## src/rtl/prbs_chk_pkg.sv

```systemverilog
package prbs_chk_pkg;
    // Default geometry of the checker
    localparam int PRBS_W_DEF    = 15;
    localparam int TAP_HI_DEF    = 14;   // x^15 term -> state bit 14
    localparam int TAP_LO_DEF    = 13;   // x^14 term -> state bit 13
    localparam int SYNC_RUN_DEF  = 32;
    localparam int WIN_LEN_DEF   = 63;
    localparam int LOSS_ERRS_DEF = 6;
    localparam int RUN_LEN_DEF   = 32;
    localparam int BIT_CNT_DEF   = 32;
    localparam int ERR_CNT_DEF   = 24;

    // Status byte positions (decoded by software)
    localparam int ST_SYNC = 0;
    localparam int ST_LOS  = 1;
    localparam int ST_ZERO = 2;
    localparam int ST_ONE  = 3;
    localparam int ST_ECO  = 4;
    localparam int ST_BCO  = 5;
    localparam int ST_BED  = 6;

    typedef struct packed {
        logic bed;
        logic bco;
        logic eco;
        logic one;
        logic zer;
        logic los;
    } sticky_t;
endpackage

```

## src/rtl/prbs_status.sv

```systemverilog
module prbs_status
    import prbs_chk_pkg::*;
(
    input  logic       clk,
    input  logic       rst_n,
    input  logic       rd_stb,
    input  logic       sync,
    input  logic       zero_hit,
    input  logic       one_hit,
    input  logic       ecnt_wrap,
    input  logic       bcnt_wrap,
    input  logic       bit_err,
    output logic [7:0] status_o
);
    sticky_t st_d, st_q;
    logic    keep;

    always_comb begin
        keep     = !rd_stb;
        // condition bits: pinned while the condition lasts
        st_d.los = !sync    | (st_q.los & keep);
        st_d.zer = zero_hit | (st_q.zer & keep);
        st_d.one = one_hit  | (st_q.one & keep);
        // events: a same-cycle event beats the read
        st_d.eco = ecnt_wrap | (st_q.eco & keep);
        st_d.bco = bcnt_wrap | (st_q.bco & keep);
        st_d.bed = bit_err   | (st_q.bed & keep);
    end

    always_ff @(posedge clk) begin
        if (!rst_n) begin
            st_q <= '0;
        end else begin
            st_q <= st_d;
        end
    end

    always_comb begin
        status_o          = '0;
        status_o[ST_SYNC] = sync;
        status_o[ST_LOS]  = st_q.los;
        status_o[ST_ZERO] = st_q.zer;
        status_o[ST_ONE]  = st_q.one;
        status_o[ST_ECO]  = st_q.eco;
        status_o[ST_BCO]  = st_q.bco;
        status_o[ST_BED]  = st_q.bed;
    end
endmodule

```

## config.mk

```make
export PLATFORM = sky130hd
export DESIGN_NAME = prbs_status
export DESIGN_NICKNAME = d
export VERILOG_FILES = /design/src/rtl/prbs_chk_pkg.sv /design/src/rtl/prbs_status.sv
export SDC_FILE = /design/constraint.sdc
export NUM_CORES = 1
export LEC_CHECK = 0
export ABC_AREA = 1
export BUFFER_PORTS_ARGS = -buffer_cell sky130_fd_sc_hd__buf_2
export CORE_AREA = 2 2 39 41
export CTS_BUF_LIST = sky130_fd_sc_hd__clkbuf_4 sky130_fd_sc_hd__clkbuf_8
export DETAILED_ROUTE_END_ITERATION = 6
export DIE_AREA = 0 0 41 43
export SLEW_MARGIN = 0
export SYNTH_ARGS = -nofsm -noshare
export SYNTH_HDL_FRONTEND = slang
export SYNTH_SLANG_ARGS = --single-unit
```

## constraint.sdc

```tcl
create_clock -name clk -period 1 [get_ports clk]
set_input_delay 0.25 -clock clk [delete_from_list [all_inputs] [get_ports clk]]
set_output_delay 0.25 -clock clk [all_outputs]
set_load 0.1 [all_outputs]
```

==> results.cfg <==
[run_status]
status = complete, but fails checks
violations = negative setup slack

[layout]
layout-drive-gt1-share = 0.596
largest_register_ffs = 6
nets = 58
instances_no_fill = 63
post-route-util = 0.329
n_antenna_cell = 0
finalInstanceArea_um2 = 455
synthToLayoutAreaGrowth_pct = 109

[routing]
post-route-drc-count = 0
ant_nets = 0
routed_wl_um = 560
vias_per_cell = 3.46
vias = 218
drt-initial-drc-count = 2
avgRoutedWirePerCell_um = 8.89
drt_pass1_iterations = 2

[yosys]
synth_top_area_frac = 0.552
ys_seq_area_frac = 0.552
synth-edff-count = 0
synth_area_leader_cell = dfxtp_1
dominantRegCellSynth = dfxtp_1
synth_cell_types = 7
syn_inst = 28
async_flop_share = 0
synth_area_leaders = dfxtp_1 55%, a21oi_1 14%, inv_1 10%
postSynthAreaPerCell_um2 = 7.78
ys_ff_latch = 6
syn_area_um2 = 218
synth.yosys.warnings = 0
synthTopCellsByCount = 6 x a21oi_1, 6 x dfxtp_1, 6 x inv_1, 6 x nand2_1, 2 x buf_4
synthesis.nets = 37

[job]
drv_cap = 0

[setup_path]
crit_path_start_kind = flop
crit_family = flip-flops
cp_max_fo = 2
path_class = flop to output pin
crit_path_top_delay_cell = dfxtp_2
endpoint_kind = output pin
crit_buf_inv = 1
cp_slowest_stage_delay_ns = 0.35
reg2reg_slack_ns = 0.31
required_ns = 0.75
arrival_ns = 0.77
crit_chain = buf_12

[floorplan]
ios = 17
die_area_um2 = 1760
start_util = 0.157
fp.coreArea_um2 = 1380
die_h_um = 43
die_w_um = 41
rows = 14

[clock_network]
cts_made_buffers = 3
hold_buffers = 0
clk-insertion-delay-late_ns = 0.24
clk_path_buf_depth = 2
clk_pin_slew_ns = 0.05
cts_tree = yes
clock-sinks = 6
cts_setup_buffers = 2
ctsResizeCount = 0
root_buffer = clkbuf_4
h-tree-depth = 1

[global_routing]
grt_overflow = 0
first_global_vias = 196
track_usage = 0.0764
grt_max_degree = 7
antenna_found_initial = 0
grt_pass1_wl_um = 786

[sta]
period_minus_slack_ns = 1.02
skew_ns = 0
setup_ws_ns = -0.0150
finalHoldViolCount = 0
period_share = 1.02
fmax_mhz = 985
finalSetupViolCount = 6
grt_setup_unrepaired = yes
slew_viol_final = 0

[hold_path]
hp-class = input port to flop

[placement]
placed_area_um2 = 410
routabilityCongestion = 0.542
port_buffers = 15
hpwl_um = 423
dp_cells = 57

[power]
ir_worst_vdd_mv = 0.944
p_per_area_nw_per_um2 = 1690
p_leak_nw = 0.231
power_w = 0.000768
## logic make-up (layout without fill, tap and decap cells)
family	Yosys count	in the layout	synth area share
AO/OA/AOI/OAI	6	6	0.138
buffers and inverters	9	28	0.190
flip-flops	6	6	0.552
other	1	1	0.0172
AND/OR/NAND/NOR	6	6	0.103
## per-layer routing
metal | global-route usage | wire, um | vias to the layer above
li1 | - | - | 117
met1 | 0.0677 | 223 | 84
met2 | 0.106 | 251 | 15
met3 | 0.0942 | 77 | 2
met4 | 0.0200 | 8 | 0
met5 | 0 | 0 | -
## report_power, final
group | internal (W) | switching, W | total (W)
Combinational | 0.0000951 | 0.000176 | 0.000271
Clock | 0.000136 | 0.0000855 | 0.000221
Sequential | 0.000260 | 0.0000158 | 0.000275
## placed cells by master (no fill, tap or decap), drive strengths merged
| cell type | synthesis | layout |
|---|---|---|
| nand2 | 6 | 6 |
| inv | 7 | 7 |
| dfxtp | 6 | 6 |
| a21oi | 6 | 6 |
| buf | 2 | 18 |
| clkbuf | 0 | 3 |
| conb | 1 | 1 |
## tightest hold or removal path, cell delays in order
cell	delay, ns
buf_2	0.10
inv_1	0.04
a21oi_1	0.05
## area by class of cell
cell class                      count  area (um2)
Inverter                            7        26.3
Sequential cell                     6         128
Clock buffer                        3        22.5
Multi-Input combinational cell     13        56.3
Tap cell                           16        20.0
Timing Repair Buffer               18         203
Fill cell                         153         928
## path summary, 6_finish.rpt
kind,startpoint,endpoint,depth (start not counted)
max,status_o[2]$_SDFF_PN0_,status_o[2],1
min,bit_err,status_o[6]$_SDFF_PN0_,3
max reg2reg,status_o[5]$_SDFF_PN0_,status_o[5]$_SDFF_PN0_,3
min reg2reg,status_o[6]$_SDFF_PN0_,status_o[6]$_SDFF_PN0_,2
## stage by stage
stage / setup slack [ns] / hold WS [ns] / TNS, ns
final: -0.0150 / 0.234 / -0.0592
after global routing: -0.0493 / 0.228 / -0.242
after CTS: -0.0296 / 0.226 / -0.137
after detailed placement: 0.212 / 0.476 / 0
after global placement: 0.215 / 0.468 / 0
after floorplan: 0.0777 / 0.338 / 0
Note: power is estimated with default switching activity, not from simulation.
